## config.mk

```make
export PLATFORM = sky130hd
export DESIGN_NAME = nsc_unit
export DESIGN_NICKNAME = d
export VERILOG_FILES = /design/src/rtl/nsc_pkg.sv /design/src/rtl/nsc_src_sel.sv /design/src/rtl/nsc_shifter.sv /design/src/rtl/nsc_ctrl.sv /design/src/rtl/nsc_unit.sv
export SDC_FILE = /design/constraint.sdc
export NUM_CORES = 1
export LEC_CHECK = 0
export BUFFER_PORTS_ARGS = -buffer_cell sky130_fd_sc_hd__buf_2
export CORE_ASPECT_RATIO = 0.7
export CORE_MARGIN = 2
export CORE_UTILIZATION = 50
export DETAILED_ROUTE_END_ITERATION = 10
export MAX_ROUTING_LAYER = met4
export PLACE_DENSITY = 0.82
export SYNTH_ARGS = -nofsm -noshare
export SYNTH_HDL_FRONTEND = slang
export SYNTH_SLANG_ARGS = --single-unit
```

## constraint.sdc

```tcl
create_clock -name clk -period 2.65 [get_ports clk]
set_input_delay 0.53 -clock clk [delete_from_list [all_inputs] [get_ports clk]]
set_output_delay 0.53 -clock clk [all_outputs]
set_load 0.1 [all_outputs]
```

## src/rtl/nsc_pkg.sv

```systemverilog
package nsc_pkg;
    typedef enum logic [1:0] {
        ST_IDLE = 2'd0,
        ST_RUN  = 2'd1,
        ST_DONE = 2'd2
    } nsc_state_t;
endpackage

```

## src/rtl/nsc_src_sel.sv

```systemverilog
module nsc_src_sel #(
    parameter int NUM_IDX = 3,
    parameter int IDX_W   = 16,
    localparam int SEL_W  = $clog2(NUM_IDX + 1)
) (
    input  logic [SEL_W-1:0]              sel,
    input  logic [NUM_IDX-1:0][IDX_W-1:0] idx_in,
    output logic [IDX_W-1:0]              word,
    output logic                          valid
);
    logic [NUM_IDX-1:0] hit;

    for (genvar i = 0; i < NUM_IDX; i++) begin : g_hit
        assign hit[i] = (sel == SEL_W'(i + 1));
    end

    always_comb begin
        word = '0;
        for (int i = 0; i < NUM_IDX; i++) begin
            word = word | (idx_in[i] & {IDX_W{hit[i]}});
        end
    end

    assign valid = |hit;

    always_comb begin
        assert ($onehot0(hit)) else $error("assert_select_onehot_R2");
    end
endmodule

```

## src/rtl/nsc_shifter.sv

```systemverilog
module nsc_shifter #(
    parameter int ACC_W = 16
) (
    input  logic [ACC_W-1:0] acc,
    input  logic [ACC_W-1:0] ext,
    output logic [ACC_W-1:0] acc_nx,
    output logic [ACC_W-1:0] ext_nx,
    output logic             top_one
);
    localparam int PAIR_W = 2 * ACC_W;

    logic [PAIR_W-1:0] pair;
    logic [PAIR_W-1:0] pair_sh;

    assign pair    = {acc, ext};
    assign pair_sh = {pair[PAIR_W-2:0], 1'b0};
    assign acc_nx  = pair_sh[PAIR_W-1:ACC_W];
    assign ext_nx  = pair_sh[ACC_W-1:0];
    assign top_one = acc[ACC_W-1];
endmodule

```

## src/rtl/nsc_ctrl.sv

```systemverilog
module nsc_ctrl
    import nsc_pkg::*;
#(
    parameter int ACC_W   = 16,
    parameter int IDX_W   = 16,
    parameter int CNT_W   = 6,
    parameter int CLR_W   = 2,
    parameter int SEL_W   = 2,
    localparam int KEEP_W = IDX_W - CNT_W - CLR_W
) (
    input  logic             clk,
    input  logic             rst,
    input  logic             start,
    input  logic [SEL_W-1:0] sel_in,
    input  logic [IDX_W-1:0] src_word,
    input  logic             src_valid,
    input  logic [ACC_W-1:0] acc_in,
    input  logic [ACC_W-1:0] ext_in,
    input  logic [ACC_W-1:0] acc_nx,
    input  logic [ACC_W-1:0] ext_nx,
    input  logic             top_one,
    output logic [ACC_W-1:0] acc_q,
    output logic [ACC_W-1:0] ext_q,
    output logic             busy,
    output logic             done,
    output logic             carry,
    output logic             idx_wr_en,
    output logic [SEL_W-1:0] idx_wr_sel,
    output logic [IDX_W-1:0] idx_wr_data
);
    typedef struct packed {
        nsc_state_t       st;
        logic [ACC_W-1:0] acc;
        logic [ACC_W-1:0] ext;
        logic [CNT_W-1:0] cnt;
        logic [IDX_W-1:0] word;
        logic [SEL_W-1:0] sel;
        logic             wr;
        logic             carry;
    } regs_t;

    regs_t r_d, r_q;

    always_comb begin
        r_d = r_q;
        unique case (r_q.st)
            ST_IDLE: begin
                if (start) begin
                    r_d.acc  = acc_in;
                    r_d.ext  = ext_in;
                    r_d.sel  = sel_in;
                    r_d.word = src_word;
                    r_d.cnt  = src_word[CNT_W-1:0];
                    if (!src_valid || (src_word[CNT_W-1:0] == '0)) begin
                        r_d.wr = 1'b0;
                        r_d.st = ST_DONE;
                    end else begin
                        r_d.wr = 1'b1;
                        r_d.st = ST_RUN;
                    end
                end
            end
            ST_RUN: begin
                if (r_q.cnt == '0) begin
                    r_d.carry = 1'b0;
                    r_d.st    = ST_DONE;
                end else if (top_one) begin
                    r_d.carry = 1'b1;
                    r_d.st    = ST_DONE;
                end else begin
                    r_d.acc = acc_nx;
                    r_d.ext = ext_nx;
                    r_d.cnt = r_q.cnt - 1'b1;
                end
            end
            ST_DONE: begin
                r_d.st = ST_IDLE;
            end
            default: begin
                r_d.st = ST_IDLE;
            end
        endcase
    end

    always_ff @(posedge clk) begin
        if (rst) begin
            r_q       <= '0;
            r_q.st    <= ST_IDLE;
        end else begin
            r_q <= r_d;
        end
    end

    assign acc_q       = r_q.acc;
    assign ext_q       = r_q.ext;
    assign busy        = (r_q.st == ST_RUN);
    assign done        = (r_q.st == ST_DONE);
    assign carry       = r_q.carry;
    assign idx_wr_en   = done && r_q.wr;
    assign idx_wr_sel  = r_q.sel;
    assign idx_wr_data = {r_q.word[IDX_W-1:IDX_W-KEEP_W], {CLR_W{1'b0}}, r_q.cnt};

    assert_done_not_busy_R8: assert property (@(posedge clk) disable iff (rst)
        !(busy && done));

    assert_done_single_R8: assert property (@(posedge clk) disable iff (rst)
        done |=> !done);

    assert_busy_then_done_R3: assert property (@(posedge clk) disable iff (rst)
        $fell(busy) |-> done);

    assert_one_shift_per_cycle_R3: assert property (@(posedge clk) disable iff (rst)
        (busy && $past(busy)) |-> ((r_q.cnt + 1'b1) == $past(r_q.cnt)));

    assert_write_only_done_R4: assert property (@(posedge clk) disable iff (rst)
        idx_wr_en |-> done);

    assert_flags_cleared_R4: assert property (@(posedge clk) disable iff (rst)
        idx_wr_en |-> (idx_wr_data[CNT_W+CLR_W-1:CNT_W] == '0));

    assert_carry_only_at_done_R7: assert property (@(posedge clk) disable iff (rst)
        !$stable(carry) |-> done);

    assert_carry_means_residual_R7: assert property (@(posedge clk) disable iff (rst)
        (done && idx_wr_en && carry) |-> (idx_wr_data[CNT_W-1:0] != '0));

    assert_noop_keeps_carry_R5: assert property (@(posedge clk) disable iff (rst)
        (done && !idx_wr_en) |-> $stable(carry));
endmodule

```

## src/rtl/nsc_unit.sv

```systemverilog
module nsc_unit #(
    parameter int ACC_W   = 16,
    parameter int IDX_W   = 16,
    parameter int CNT_W   = 6,
    parameter int CLR_W   = 2,
    parameter int NUM_IDX = 3,
    localparam int SEL_W  = $clog2(NUM_IDX + 1)
) (
    input  logic                          clk,
    input  logic                          rst,
    input  logic                          start,
    input  logic [SEL_W-1:0]              sel_in,
    input  logic [NUM_IDX-1:0][IDX_W-1:0] idx_in,
    input  logic [ACC_W-1:0]              acc_in,
    input  logic [ACC_W-1:0]              ext_in,
    output logic                          busy,
    output logic                          done,
    output logic [ACC_W-1:0]              acc_out,
    output logic [ACC_W-1:0]              ext_out,
    output logic                          carry,
    output logic                          idx_wr_en,
    output logic [SEL_W-1:0]              idx_wr_sel,
    output logic [IDX_W-1:0]              idx_wr_data
);
    logic [IDX_W-1:0] src_word;
    logic             src_valid;
    logic [ACC_W-1:0] acc_nx;
    logic [ACC_W-1:0] ext_nx;
    logic             top_one;

    nsc_src_sel #(
        .NUM_IDX (NUM_IDX),
        .IDX_W   (IDX_W)
    ) u_src (
        .sel    (sel_in),
        .idx_in (idx_in),
        .word   (src_word),
        .valid  (src_valid)
    );

    nsc_shifter #(
        .ACC_W (ACC_W)
    ) u_shift (
        .acc     (acc_out),
        .ext     (ext_out),
        .acc_nx  (acc_nx),
        .ext_nx  (ext_nx),
        .top_one (top_one)
    );

    nsc_ctrl #(
        .ACC_W (ACC_W),
        .IDX_W (IDX_W),
        .CNT_W (CNT_W),
        .CLR_W (CLR_W),
        .SEL_W (SEL_W)
    ) u_ctrl (
        .clk         (clk),
        .rst         (rst),
        .start       (start),
        .sel_in      (sel_in),
        .src_word    (src_word),
        .src_valid   (src_valid),
        .acc_in      (acc_in),
        .ext_in      (ext_in),
        .acc_nx      (acc_nx),
        .ext_nx      (ext_nx),
        .top_one     (top_one),
        .acc_q       (acc_out),
        .ext_q       (ext_out),
        .busy        (busy),
        .done        (done),
        .carry       (carry),
        .idx_wr_en   (idx_wr_en),
        .idx_wr_sel  (idx_wr_sel),
        .idx_wr_data (idx_wr_data)
    );
endmodule

```

# --- Word-level counts from Yosys, hierarchy flattened ---
# Index checks and enable logic that the tools add are counted.
# W data, S select, Z words.
word_totals:
  in_bits: 85
  register_bits: 60
  word_cells: 49
op_classes:
  bitwise_logic: 5
  n_addsub: 1
  reduce_logical: 14
  eq_ne: 9
  muxes: 11
op_table:
  columns: ["cell", "n"]
  rows:
  - ["$mux W38", 2]
  - ["$pmux W38 S2", 1]
  - ["$mux W59", 1]
  - ["$and A16 B16 Y16", 3]
  - ["$or A16 B16 Y16", 2]
  - ["$logic_not A6 Y1", 2]
  - ["$eq A2 B2 Y1 const B", 3]
  - ["$mux W2", 3]
  - ["$ne A2 B2 Y1 const B", 3]
  - ["$reduce_and A2 Y1", 3]
  - ["$sub A6 B1 Y6 const B", 1]
  - ["$eq A2 B1 Y1 const B", 2]
  - ["$pmux W2 S2", 1]
  - ["$reduce_and A4 Y1", 1]
  - ["$reduce_bool A2 Y1", 2]
  - ["$mux W1", 3]
  - ["$ne A3 B1 Y1 const B", 1]
  - ["$reduce_and A3 Y1", 1]
  - ["$reduce_or A3 Y1", 1]
  - ["$logic_not A2 Y1", 1]
  - ["$logic_and A1 B1 Y1", 1]
  - ["$logic_not A1 Y1", 1]
  - ["$logic_or A1 B1 Y1", 1]

# --- Longest topological paths before layout ---
# Gate-level depths: netlist of the first run.
logic_depth:
  ltp_word: 9
  depth_mapped: 6

# --- Hierarchy ---
# A second synthesis of the first run with hierarchy kept.
hier_totals:
  hier_cells: 429
  area_unflattened_um2: 3503.4
by_module_without_submodules:
  columns: ["module", "area_per_inst_um2", "instances", "cells_each"]
  rows:
  - ["nsc_ctrl", 2815.2, 1, 355]
  - ["nsc_src_sel", 436.7, 1, 40]
  - ["nsc_shifter", 251.5, 1, 34]

# --- Least setup slack after synthesis of the first run ---
# Ideal clock, no wire load.
synth_path:
  kind: "flip-flop to flip-flop"
  start: "reg u_ctrl.r_q[58] in the netlist's numbering"
  end: "reg u_ctrl.r_q (netlist bit u_ctrl.acc_q[10])"
  setup_ns: 0.146
  path_buffers: 2
  setup_slack_ns: -0.142
  path_stages_with_launch: 7
  required_ns: 2.504
  arrival_ns: 2.646
  cell_sequence: "dfxtp_1 > nor2b_1 > nor2b_1 > buf_4 > clkbuf_1 > a22oi_1 > a211oi_2"
synth_between:
  elab_chain_cells: 3
  word_cells_on_any_way: 8
  cone_classes: "eq/ne: 4; mux: 1; reduce/logical: 3"
synth_lines:
  columns: ["item", "line", "text"]
  rows:
  - ["from (decl)", "nsc_ctrl.sv:42", "regs_t r_d, r_q;"]
  - ["from (signal assigned)", "nsc_ctrl.sv:90", "r_q <= r_d;"]
  - ["$eq A2 B1 Y1 (*)", null, null]
  - ["net busy", "nsc_unit.sv:16", "output logic busy,"]
  - ["$ne A2 B2 Y1 (no source line) or $reduce_bool A2 Y1 (tied branches)", null, null]
  - ["$reduce_and A4 Y1 (no source line)", null, null]
# The timed path passes the listed nets; every way through them passes the cells marked *.
# A chain may end at the register's enable or synchronous reset.

# --- Worst setup path in the final report of the first run ---
layout_path:
  start: "reg u_ctrl.r_q[58] in the netlist's numbering"
  end: "out busy"
layout_between:
  elab_chain_cells: 1
layout_lines:
  columns: ["item", "line", "text"]
  rows:
  - ["$eq A2 B1 Y1", "nsc_ctrl.sv:96", "assign busy = (r_q.st == ST_RUN);"]
  - ["to (decl)", "nsc_unit.sv:16", null]
# Every way passes these cells.

==> run summary, run 1 <==
Outcome = completed
Vias in the first global route = 2771
Final Critical Period = 2.11 ns
Setup bufs post-CTS = 0
Final-stage net count = 501
Prevailing post-synth register cell = dfxtp_1
Post-CTS Resized = 0
Crit Path Max Fanout = 6
Final Hold Fails = 0
Worst setup SP type = flip-flop
Library cells used by synthesis = 49
Final GP Congestion = 0.878
R2R Path End = u_ctrl.idx_wr_data[5]$_SDFFE_PP0P_
RSZ-0062 raised after global routing = false
Tcrit/Tclk final = 79.6%
Post-DP HPWL = 5770 um
Ant diodes = 0
Rel. slew slack = 64.6%
Area Growth Syn to Fin = 12.1%
Die Span Y = 71.4 um
Slew @ Worst Pin = 0.530 ns
Fmax = 0.474 GHz
Crit path from = u_ctrl.r_q[58]$_SDFFE_PP0P_
Worst Skew = 0.0101 ns
CTS tree = built
Die width = 100 um
Worst Hold End = u_ctrl.idx_wr_sel[0]$_SDFFE_PP0P_
Fillers = 588
Post-Synthesis Cells = 349
Mapped Area = 3240 sq um
Final WL = 8120 um
TritonCTS buffer count = 5
CTS root buffer = clkbuf_8
Clock slew at reported path FFs = 0.10 ns
Cells on worst reg2reg path = 5
Design Area, Final = 3640 sq um
WL/cell = 16.5 um
PwrDens = 958 nW/um^2
Final Max Slew Viols = 0
Die area = 7160 sq um
Vias = 2886
Max stage delay cell, worst path = buf_2
Row cnt = 24
Worst hold path type = reg -> reg
Required time of the worst setup path = 2.12 ns
Initial drt markers = 131
# port buffers = 130
FFs w/ async S/R, synth = 0%
Critical R2R Launch = u_ctrl.r_q[58]$_SDFFE_PP0P_
Starting Density = 51.9%
CP Capture Type = output port
Leak = 1.56 nW
Clock sinks = 52
Gr usage total = 23.5%
Placed Cells = 485
CP Class = reg -> out
Sequential-to-total area share from yosys stat = 32.1%
Via density = 5.85
Core footprint = 6250 sq um
Share of layout cells above drive strength 1 = 47.2%
DRC = 0
DRT antenna net count = 0
CTS max path bufs = 2
Worst-path cell chain = nor2b_2, buf_2
Wire length of the first global-routing pass = 13200 um
Syn_area_per_cell = 9.30 sq um
Final setup fails = 0
Synth warn = 0
Final non-filler cell total = 493
HP Start = u_ctrl.idx_wr_sel[0]$_SDFFE_PP0P_
H-Tree Level Count = 2
Flops & latches, synth = 52
Max Cap Violations = 0
Max VDD drop = 0.000513 V
Setup TNS = 0 ns
Worst-skew pair later-pin latency = 0.31 ns
Placed inst area = 3550 sq um
Crit-path max cell delay = 0.49 ns
Setup slack, reg-to-reg = 0.59 ns
Largest net degree at the start of global routing = 50
Hold Crit Depth = 2
Cts hold-fix bufs = 0
Initial antenna violation count = 0
Total grt overflow = 0
Crit path DAT = 1.58 ns
Number of synthesized flops with an enable pin = 0
Ports = 139
Drt pass-1 iters = 5
## placed cells by master (no fill, tap or decap), types with 4 or more instances in the layout
master and n:
nor3_1 40, inv_1 5, a21oi_1 16, a22oi_1 32
a22o_1 4, nor2_1 14, a211oi_2 27, buf_2 130
a221oi_1 9, mux2_2 12, buf_4 5, clkbuf_8 5
nand2_1 8, a211oi_1 5, dfxtp_1 52
## layer usage
metal  vias up  track usage (%)  wire (um)
li1       1382                -          -
met4         0             4.72         75
met5         -                -          0
met1      1400             29.5       3660
met3         6             5.17        544
met2        98             39.4       3840
## flip-flops by register name (all words and copies together), names as in the netlist
signal and count:
u_ctrl.ext_q 16, u_ctrl.acc_q 16, u_ctrl.idx_wr_sel 2, u_ctrl.carry 1, u_ctrl.r_q 3, u_ctrl.idx_wr_data 14
## synthesized netlist by cell type, types with 2 or more instances
library cell / count / share of area [%]
clkbuf_1: 14 / 1.6
nand4_1: 2 / 0.39
o31ai_1: 3 / 0.69
dfxtp_1: 52 / 32
a311oi_1: 2 / 0.54
a221oi_1: 9 / 2.4
a211oi_1: 5 / 1.2
nand3_1: 2 / 0.31
a211oi_2: 27 / 10
mux2_2: 12 / 4.2
mux2i_1: 2 / 0.62
a22o_1: 4 / 1.1
nor2_1: 14 / 1.6
nor3b_2: 2 / 0.77
nand2_1: 8 / 0.93
ha_1: 2 / 0.77
buf_2: 5 / 0.77
a21oi_1: 16 / 2.5
nor2b_1: 3 / 0.58
inv_1: 5 / 0.58
nor3_1: 40 / 6.2
buf_4: 55 / 13
a22oi_1: 32 / 7.4
buf_6: 6 / 2.1
o21ai_0: 3 / 0.46
## through the flow
step	worst slack [ns]	hold slack (ns)	util (%)	power, mW
after global placement	0.511	0.440	56.8	2.99
after global routing	0.451	0.484	58.2	3.65
final	0.541	0.463	58.2	3.49
after CTS	0.529	0.461	58.2	3.50
after detailed placement	0.478	0.447	56.8	3.03
after floorplan	0.386	0.437	-	2.89
## worst max-delay path, delay by kind of cell (launching register included)
| family | cells | cell delay [ns] |
|---|---|---|
| buf+inv | 1 | 0.49 |
| flops | 1 | 0.45 |
| simple gates | 1 | 0.33 |
## where the power goes
part	total [mW]	switching [mW]	internal, mW
Sequential	1.04	0.121	0.920
Clock	0.471	0.281	0.190
Combinational	1.97	1.53	0.447
## final cells by class
class / count / area, sq um / area share (%)
Clock buffer: 5 / 68.8 / 1.89
Multi-Input combinational cell: 212 / 1640 / 45.1
Tap cell: 78 / 97.6 / 2.68
Sequential cell: 52 / 1040 / 28.6
Inverter: 5 / 18.8 / 0.516
Timing Repair Buffer: 138 / 748 / 20.6
Clock inverter: 3 / 22.5 / 0.619
## worst max-delay path by stage
stage,to,cells after the start,slack [ns]
floorplan,idx_wr_en,2,0.39
global placement,u_ctrl.r_q[58]$_SDFFE_PP0P_,5,0.51
detailed placement,u_ctrl.r_q[58]$_SDFFE_PP0P_,5,0.48
CTS,idx_wr_en,3,0.53
global route,u_ctrl.r_q[58]$_SDFFE_PP0P_,5,0.45
finish,busy,2,0.54
## kinds of logic after synthesis
kind of cell | share of synthesized area (%)
xor+xnor | 0.270
buf+inv | 18.0
other cells | 0.116
fa+ha+maj | 0.771
simple gates | 13.7
flops | 32.1
mux | 4.78
compound gates | 30.3
No activity file was read; power rests on OpenSTA's default activity.
==> run 2: changes to the inputs <==
- ABC_AREA: unset -> 1
- CORE_UTILIZATION: 50 -> 48
- PLACE_DENSITY: 0.82 -> 0.8
- clock period: 2.65 -> 2.1 ns (I/O delays scaled with it)
==> run 2 against run 1 <==
  * Cell count increased by 23%
  * Global-route usage down 1.6 points
  * First-iteration DRC count shrank 4.6%
  * Sequential cell count stayed put
  * Critical path depth unchanged
  * Critical path type unchanged
==> run summary, run 2 <==
Final GP Congestion = 0.862 (was 0.878)
Syn_area_per_cell = 6.77 sq um (was 9.30 sq um)
Clk network pwr share = 13.6% (was 13.5%)
Number of synthesized flops with an enable pin = 0 (unchanged)
Clock slew at reported path FFs = 0.10 ns (about the same)
Die Span Y = 71.0 um (was 71.4 um)
Final Critical Period = 1.88 ns
Post-synthesis compound-gate area fraction = 16.0% (was 30.3%)
WL/cell = 12.7 um (was 16.5 um)
Final setup fails = 0 (unchanged)
Outcome = completed (unchanged)
Core footprint = 6220 sq um (was 6250 sq um)
Prevailing post-synth register cell = dfxtp_1 (unchanged)
Wire length of the first global-routing pass = 12400 um (was 13200 um)
Top cells by area, synth = dfxtp_1, nand2_1, buf_4 (was dfxtp_1, buf_4, a211oi_2)
Cts hold-fix bufs = 0 (unchanged)
Starting Density = 49.6% (was 51.9%)
Fmax = 0.533 GHz
Vias = 3001 (was 2886)
DRT antenna net count = 0 (unchanged)
Mapped Area = 3080 sq um (was 3240 sq um)
Post-Synthesis Cells = 455 (was 349)
Commonest cells after routing, fill and taps aside = buf_2, nand2_1, nor2_1 (was buf_2, dfxtp_1, nor3_1)
Ant diodes = 0 (unchanged)
Post-DP HPWL = 5670 um (was 5770 um)
Most frequent cell after synthesis = nand2_1 (was buf_4)
Synth warn = 0 (unchanged)
Rel. slew slack = 65.3% (was 64.6%)
Vias in the first global route = 2759 (was 2771)
DRC = 0 (unchanged)
Largest family of logic cells by synthesized area = simple AND/OR/NAND/NOR gates (was compound AO/OA/AOI/OAI gates)
RSZ-0062 raised after global routing = false (unchanged)
Clock sinks = 52 (unchanged)
Internal = 1.80 mW (was 1.56 mW)
H-Tree Level Count = 2 (unchanged)
CTS root buffer = clkbuf_8 (unchanged)
Die width = 99.8 um (was 100 um)
# port buffers = 130 (unchanged)
Leak = 1.78 nW (was 1.56 nW)
CP Capture Type = output port (unchanged)
TritonCTS buffer count = 5 (unchanged)
Switching Fraction = 56.0% (was 55.3%)
Synth Area in XOR/XNOR = 0.284% (was 0.270%)
Final Max Slew Viols = 0 (unchanged)
Cell taking the most area after synthesis = dfxtp_1 (unchanged)
Psw = 2.29 mW (was 1.93 mW)
Largest net degree at the start of global routing = 39 (was 50)
Worst-skew pair later-pin latency = 0.30 ns (was 0.31 ns)
Gr usage total = 21.9% (was 23.5%)
Via density = 4.96 (was 5.85)
Setup bufs post-CTS = 0 (unchanged)
Drt pass-1 iters = 4 (was 5)
Final-stage net count = 614 (was 501)
Final Total Pwr = 4.08 mW (was 3.49 mW)
Crit Path Max Fanout = 4 (was 6)
Flops & latches, synth = 52 (unchanged)
Worst Skew = 0.00699 ns (was 0.0101 ns)
Ports = 139 (unchanged)
Initial drt markers = 125 (was 131)
Crit path DAT = 1.46 ns (was 1.58 ns)
Max VDD drop = 0.000508 V (was 0.000513 V)
Post-synth top cells = nand2_1, nor2_1, buf_4, dfxtp_1, o21ai_0 (was buf_4, dfxtp_1, nor3_1, a22oi_1, a211oi_2)
Post-CTS Resized = 0 (unchanged)
CP Class = reg -> out (unchanged)
Initial antenna violation count = 0 (unchanged)
Multiplexer share of the synthesized area = 0% (was 4.78%)
Max Cap Violations = 0 (unchanged)
Library cells used by synthesis = 29 (was 49)
Post-Synth Simple-Gate Area = 28.9% (was 13.7%)
Final WL = 7710 um (was 8120 um)
Tcrit/Tclk final = 89.3%
Total grt overflow = 0 (unchanged)
Share of the synthesized area in the top cell type = 33.8% (was 32.1%)
Area Growth Syn to Fin = 11.3% (was 12.1%)
CTS tree = built (unchanged)
Row cnt = 24 (unchanged)
Sequential power share = 31.7% (was 29.9%)
Sequential-to-total area share from yosys stat = 33.8% (was 32.1%)
Required time of the worst setup path = 1.68 ns (was 2.12 ns)
Worst hold path type = in -> reg (was reg -> reg)
Fillers = 647 (was 588)
Die area = 7090 sq um (was 7160 sq um)
FFs w/ async S/R, synth = 0% (unchanged)
Slew @ Worst Pin = 0.524 ns (was 0.530 ns)
Adder-Cell Fraction of Synth Area = 0.812% (was 0.771%)
Combinational share of power = 54.7% (was 56.6%)
Share of layout cells above drive strength 1 = 30.0% (was 47.2%)
Final Hold Fails = 0 (unchanged)
Commonest non-fill, non-tap cell in the layout = buf_2 (unchanged)
Worst setup SP type = flip-flop (unchanged)
PwrDens = 1190 nW/um^2 (was 958 nW/um^2)
CTS max path bufs = 2 (unchanged)
Setup TNS = 0 ns (unchanged)
run 2: final timing paths:
kind	endpoint	cells after the start	start	slack, ns
min reg2reg	u_ctrl.carry$_SDFFE_PP0P_	2	u_ctrl.carry$_SDFFE_PP0P_	0.47
max reg2reg	u_ctrl.idx_wr_data[3]$_SDFFE_PP0P_	8	u_ctrl.idx_wr_data[0]$_SDFFE_PP0P_	0.40
min	u_ctrl.idx_wr_data[3]$_SDFFE_PP0P_	2	rst	0.35
max	idx_wr_en	2	u_ctrl.r_q[59]$_SDFFE_PP0P_	0.22
run 2: critical path: stages, from the launching register on:
cell and delay, ns:
dfxtp_1 0.53, and3_1 0.20, buf_2 0.42
run 2: final cells by class:
type	count	area, sq um	area share (%)
Sequential cell	52	1040	30.4
Inverter	19	71.3	2.08
Tap cell	78	97.6	2.85
Clock inverter	2	12.5	0.365
Clock buffer	5	68.8	2.01
Timing Repair Buffer	138	711	20.7
Multi-Input combinational cell	311	1430	41.6
run 2: cell families after synthesis:
| logic type | Yosys count |
|---|---|
| other | 1 |
| and+or+nand+nor | 215 |
| xor gates and xnor gates | 1 |
| adders and majority gates | 2 |
| buffers and inverters | 93 |
| AOI/OAI and AO/OA | 91 |
| DFF | 52 |
run 2: power groups by stage:
stage | combinational (mW) | sequential [mW] | clock [mW]
6_report | 2.23 | 1.29 | 0.557
5_1_grt | 2.37 | 1.32 | 0.613
4_1_cts | 2.24 | 1.29 | 0.574
3_5_place_dp | 2.23 | 1.31 | 0
3_3_place_gp | 2.21 | 1.31 | 0
2_1_floorplan | 2.15 | 1.29 | 0
run 2: metal layers:
| layer | share of wire [%] | GRT usage (%) |
|---|---|---|
| met1 | 48 | 29.1 |
| met2 | 45 | 35.4 |
| met3 | 6.1 | 3.66 |
| met4 | 0.77 | 4.72 |
| met5 | 0 | - |
run 2: per-stage QoR:
step	cells	utilization, %	setup slack, ns	instance area (sq um)	hold WS, ns
finish	605	55.2	0.224	3430	0.347
CTS	605	55.2	0.196	3430	0.341
floorplan	456	-	0.324	3090	0.434
global placement	598	53.9	0.447	3350	0.442
global route	605	55.2	0.168	3430	0.357
detailed placement	598	53.9	0.410	3350	0.450
==> run 3: changes to the inputs <==
- CORE_ASPECT_RATIO: 0.7 -> 1.5
==> run 3 against run 2 <==
  * Maximum frequency grew 0.91%
  * Die area is essentially flat
  * Via count grew 1.8%
  * Hold slack gained 0.0040 ns
  * Cell count shrank 0.50%
  * Clock skew grew 0.0016 ns
  * Utilization grew 0.55 points
  * Critical path type unchanged
  * Largest cell class unchanged
  * Largest power group unchanged
==> run summary, run 3 (synthesized netlist as in run 2, its figures left out) <==
Post-Place Setup Slack = 0.252 ns (was 0.410 ns)
Setup bufs post-CTS = 0 (unchanged)
Fmax = 0.538 GHz (was 0.533 GHz)
Final non-filler cell total = 602 (was 605)
TritonCTS buffer count = 5 (unchanged)
Vias = 3054 (was 3001)
Max stage delay cell, worst path = dfxtp_1 (unchanged)
Commonest non-fill, non-tap cell in the layout = buf_2 (unchanged)
Leak = 1.79 nW (was 1.78 nW)
Die width = 69.4 um (was 99.8 um)
Wire length of the first global-routing pass = 12000 um (was 12400 um)
Post-CTS Resized = 0 (unchanged)
Share of layout cells above drive strength 1 = 29.9% (was 30.0%)
Total grt overflow = 0 (unchanged)
Crit Path Max Fanout = 4 (unchanged)
CP Capture Type = output port (unchanged)
Initial antenna violation count = 0 (unchanged)
Core footprint = 6170 sq um (was 6220 sq um)
CTS max path bufs = 2 (unchanged)
Area Growth Syn to Fin = 11.7% (was 11.3%)
Starting Density = 49.9% (was 49.6%)
Design Area, Final = 3440 sq um (was 3430 sq um)
Via density = 5.07 (was 4.96)
Crit path DAT = 1.44 ns (was 1.46 ns)
WL/cell = 11.9 um (was 12.7 um)
Final Total Pwr = 4.06 mW (was 4.08 mW)
Initial drt markers = 97 (was 125)
H-Tree Level Count = 2 (unchanged)
Row cnt = 35 (was 24)
Max VDD drop = 0.000450 V (was 0.000508 V)
Post-DP HPWL = 5480 um (was 5670 um)
Commonest cells after routing, fill and taps aside = buf_2, nand2_1, nor2_1 (unchanged)
Slew @ Worst Pin = 0.525 ns (was 0.524 ns)
Clock slew at reported path FFs = 0.09 ns (was 0.10 ns)
Worst-skew pair later-pin latency = 0.30 ns (about the same)
Setup TNS = 0 ns (unchanged)
Ports = 139 (unchanged)
Largest net degree at the start of global routing = 28 (was 39)
Final Max Slew Viols = 0 (unchanged)
Placed Cells = 595 (was 598)
Required time of the worst setup path = 1.68 ns (about the same)
Cts hold-fix bufs = 0 (unchanged)
RSZ-0062 raised after global routing = false (unchanged)
Worst hold path type = in -> reg (unchanged)
Drt pass-1 iters = 4 (unchanged)
Placed inst area = 3360 sq um (was 3350 sq um)
Tcrit/Tclk final = 88.5% (was 89.3%)
Final worst slack = 0.241 ns (was 0.224 ns)
Worst setup SP type = flip-flop (unchanged)
Final WL = 7160 um (was 7710 um)
Vias in the first global route = 2809 (was 2759)
DRT antenna net count = 0 (unchanged)
Final-stage net count = 615 (was 614)
Hold WS = 0.351 ns (was 0.347 ns)
CTS root buffer = clkbuf_8 (unchanged)
CTS tree = built (unchanged)
Crit-path max cell delay = 0.51 ns (was 0.53 ns)
Final setup fails = 0 (unchanged)
Worst-path cell chain = and3_1, buf_2 (unchanged)
Final GP Congestion = 0.827 (was 0.862)
Outcome = completed (unchanged)
Worst Skew = 0.00855 ns (was 0.00699 ns)
Core Util, Final = 55.7% (was 55.2%)
Gr usage total = 21.0% (was 21.9%)
Max Cap Violations = 0 (unchanged)
Final Hold Fails = 0 (unchanged)
# port buffers = 130 (unchanged)
Die Span Y = 102 um (was 71.0 um)
DRC = 0 (unchanged)
PwrDens = 1180 nW/um^2 (was 1190 nW/um^2)
Rel. slew slack = 65.0% (was 65.3%)
Clock sinks = 52 (unchanged)
Ant diodes = 0 (unchanged)
CP Class = reg -> out (unchanged)
Die area = 7090 sq um (about the same)
Final Critical Period = 1.86 ns (was 1.88 ns)
[run 3: cell count changes in the layout (fill, tap and decap cells not counted), sizes merged]
| cell | change |
|---|---|
| buf | +1 |
| clkbuf | +1 |
| clkinvlp | -1 |
[run 3: cell type report]
type                       count  area [sq um]
clock buffer                   6          72.6
clock inverter                 1          5.00
fill                         625          2730
inverter                      19          71.3
multi-input combinational    311          1430
sequential                    52          1040
tap                           74          92.6
timing repair buffer         139           731
[run 3: worst max-delay path: cells and delay by family (launching register included)]
family	cells	cell delay [ns]
DFF	1	0.51
buffers and inverters	1	0.42
and+or+nand+nor	1	0.20
[run 3: final timing paths]
kind | from | end | slack [ns] | depth (start not counted)
hold / removal | rst | u_ctrl.r_q[58]$_SDFFE_PP0P_ | 0.35 | 2
hold reg to reg | u_ctrl.carry$_SDFFE_PP0P_ | u_ctrl.carry$_SDFFE_PP0P_ | 0.47 | 2
setup reg to reg | u_ctrl.idx_wr_data[0]$_SDFFE_PP0P_ | u_ctrl.idx_wr_data[3]$_SDFFE_PP0P_ | 0.25 | 8
setup / recovery | u_ctrl.r_q[59]$_SDFFE_PP0P_ | idx_wr_en | 0.24 | 2
[run 3: metal layers]
layer	vias up	GRT usage [%]	part of all wire, %
met3	15	3.25	6.9
met2	130	37.8	50
met4	0	7.54	2.1
met1	1342	23.5	41
li1	1567	-	-
met5	-	-	0
[run 3: report_power, final]
group	switching, mW	internal, mW
logic	1.81	0.421
clock network	0.305	0.228
registers	0.131	1.16
total	2.25	1.81
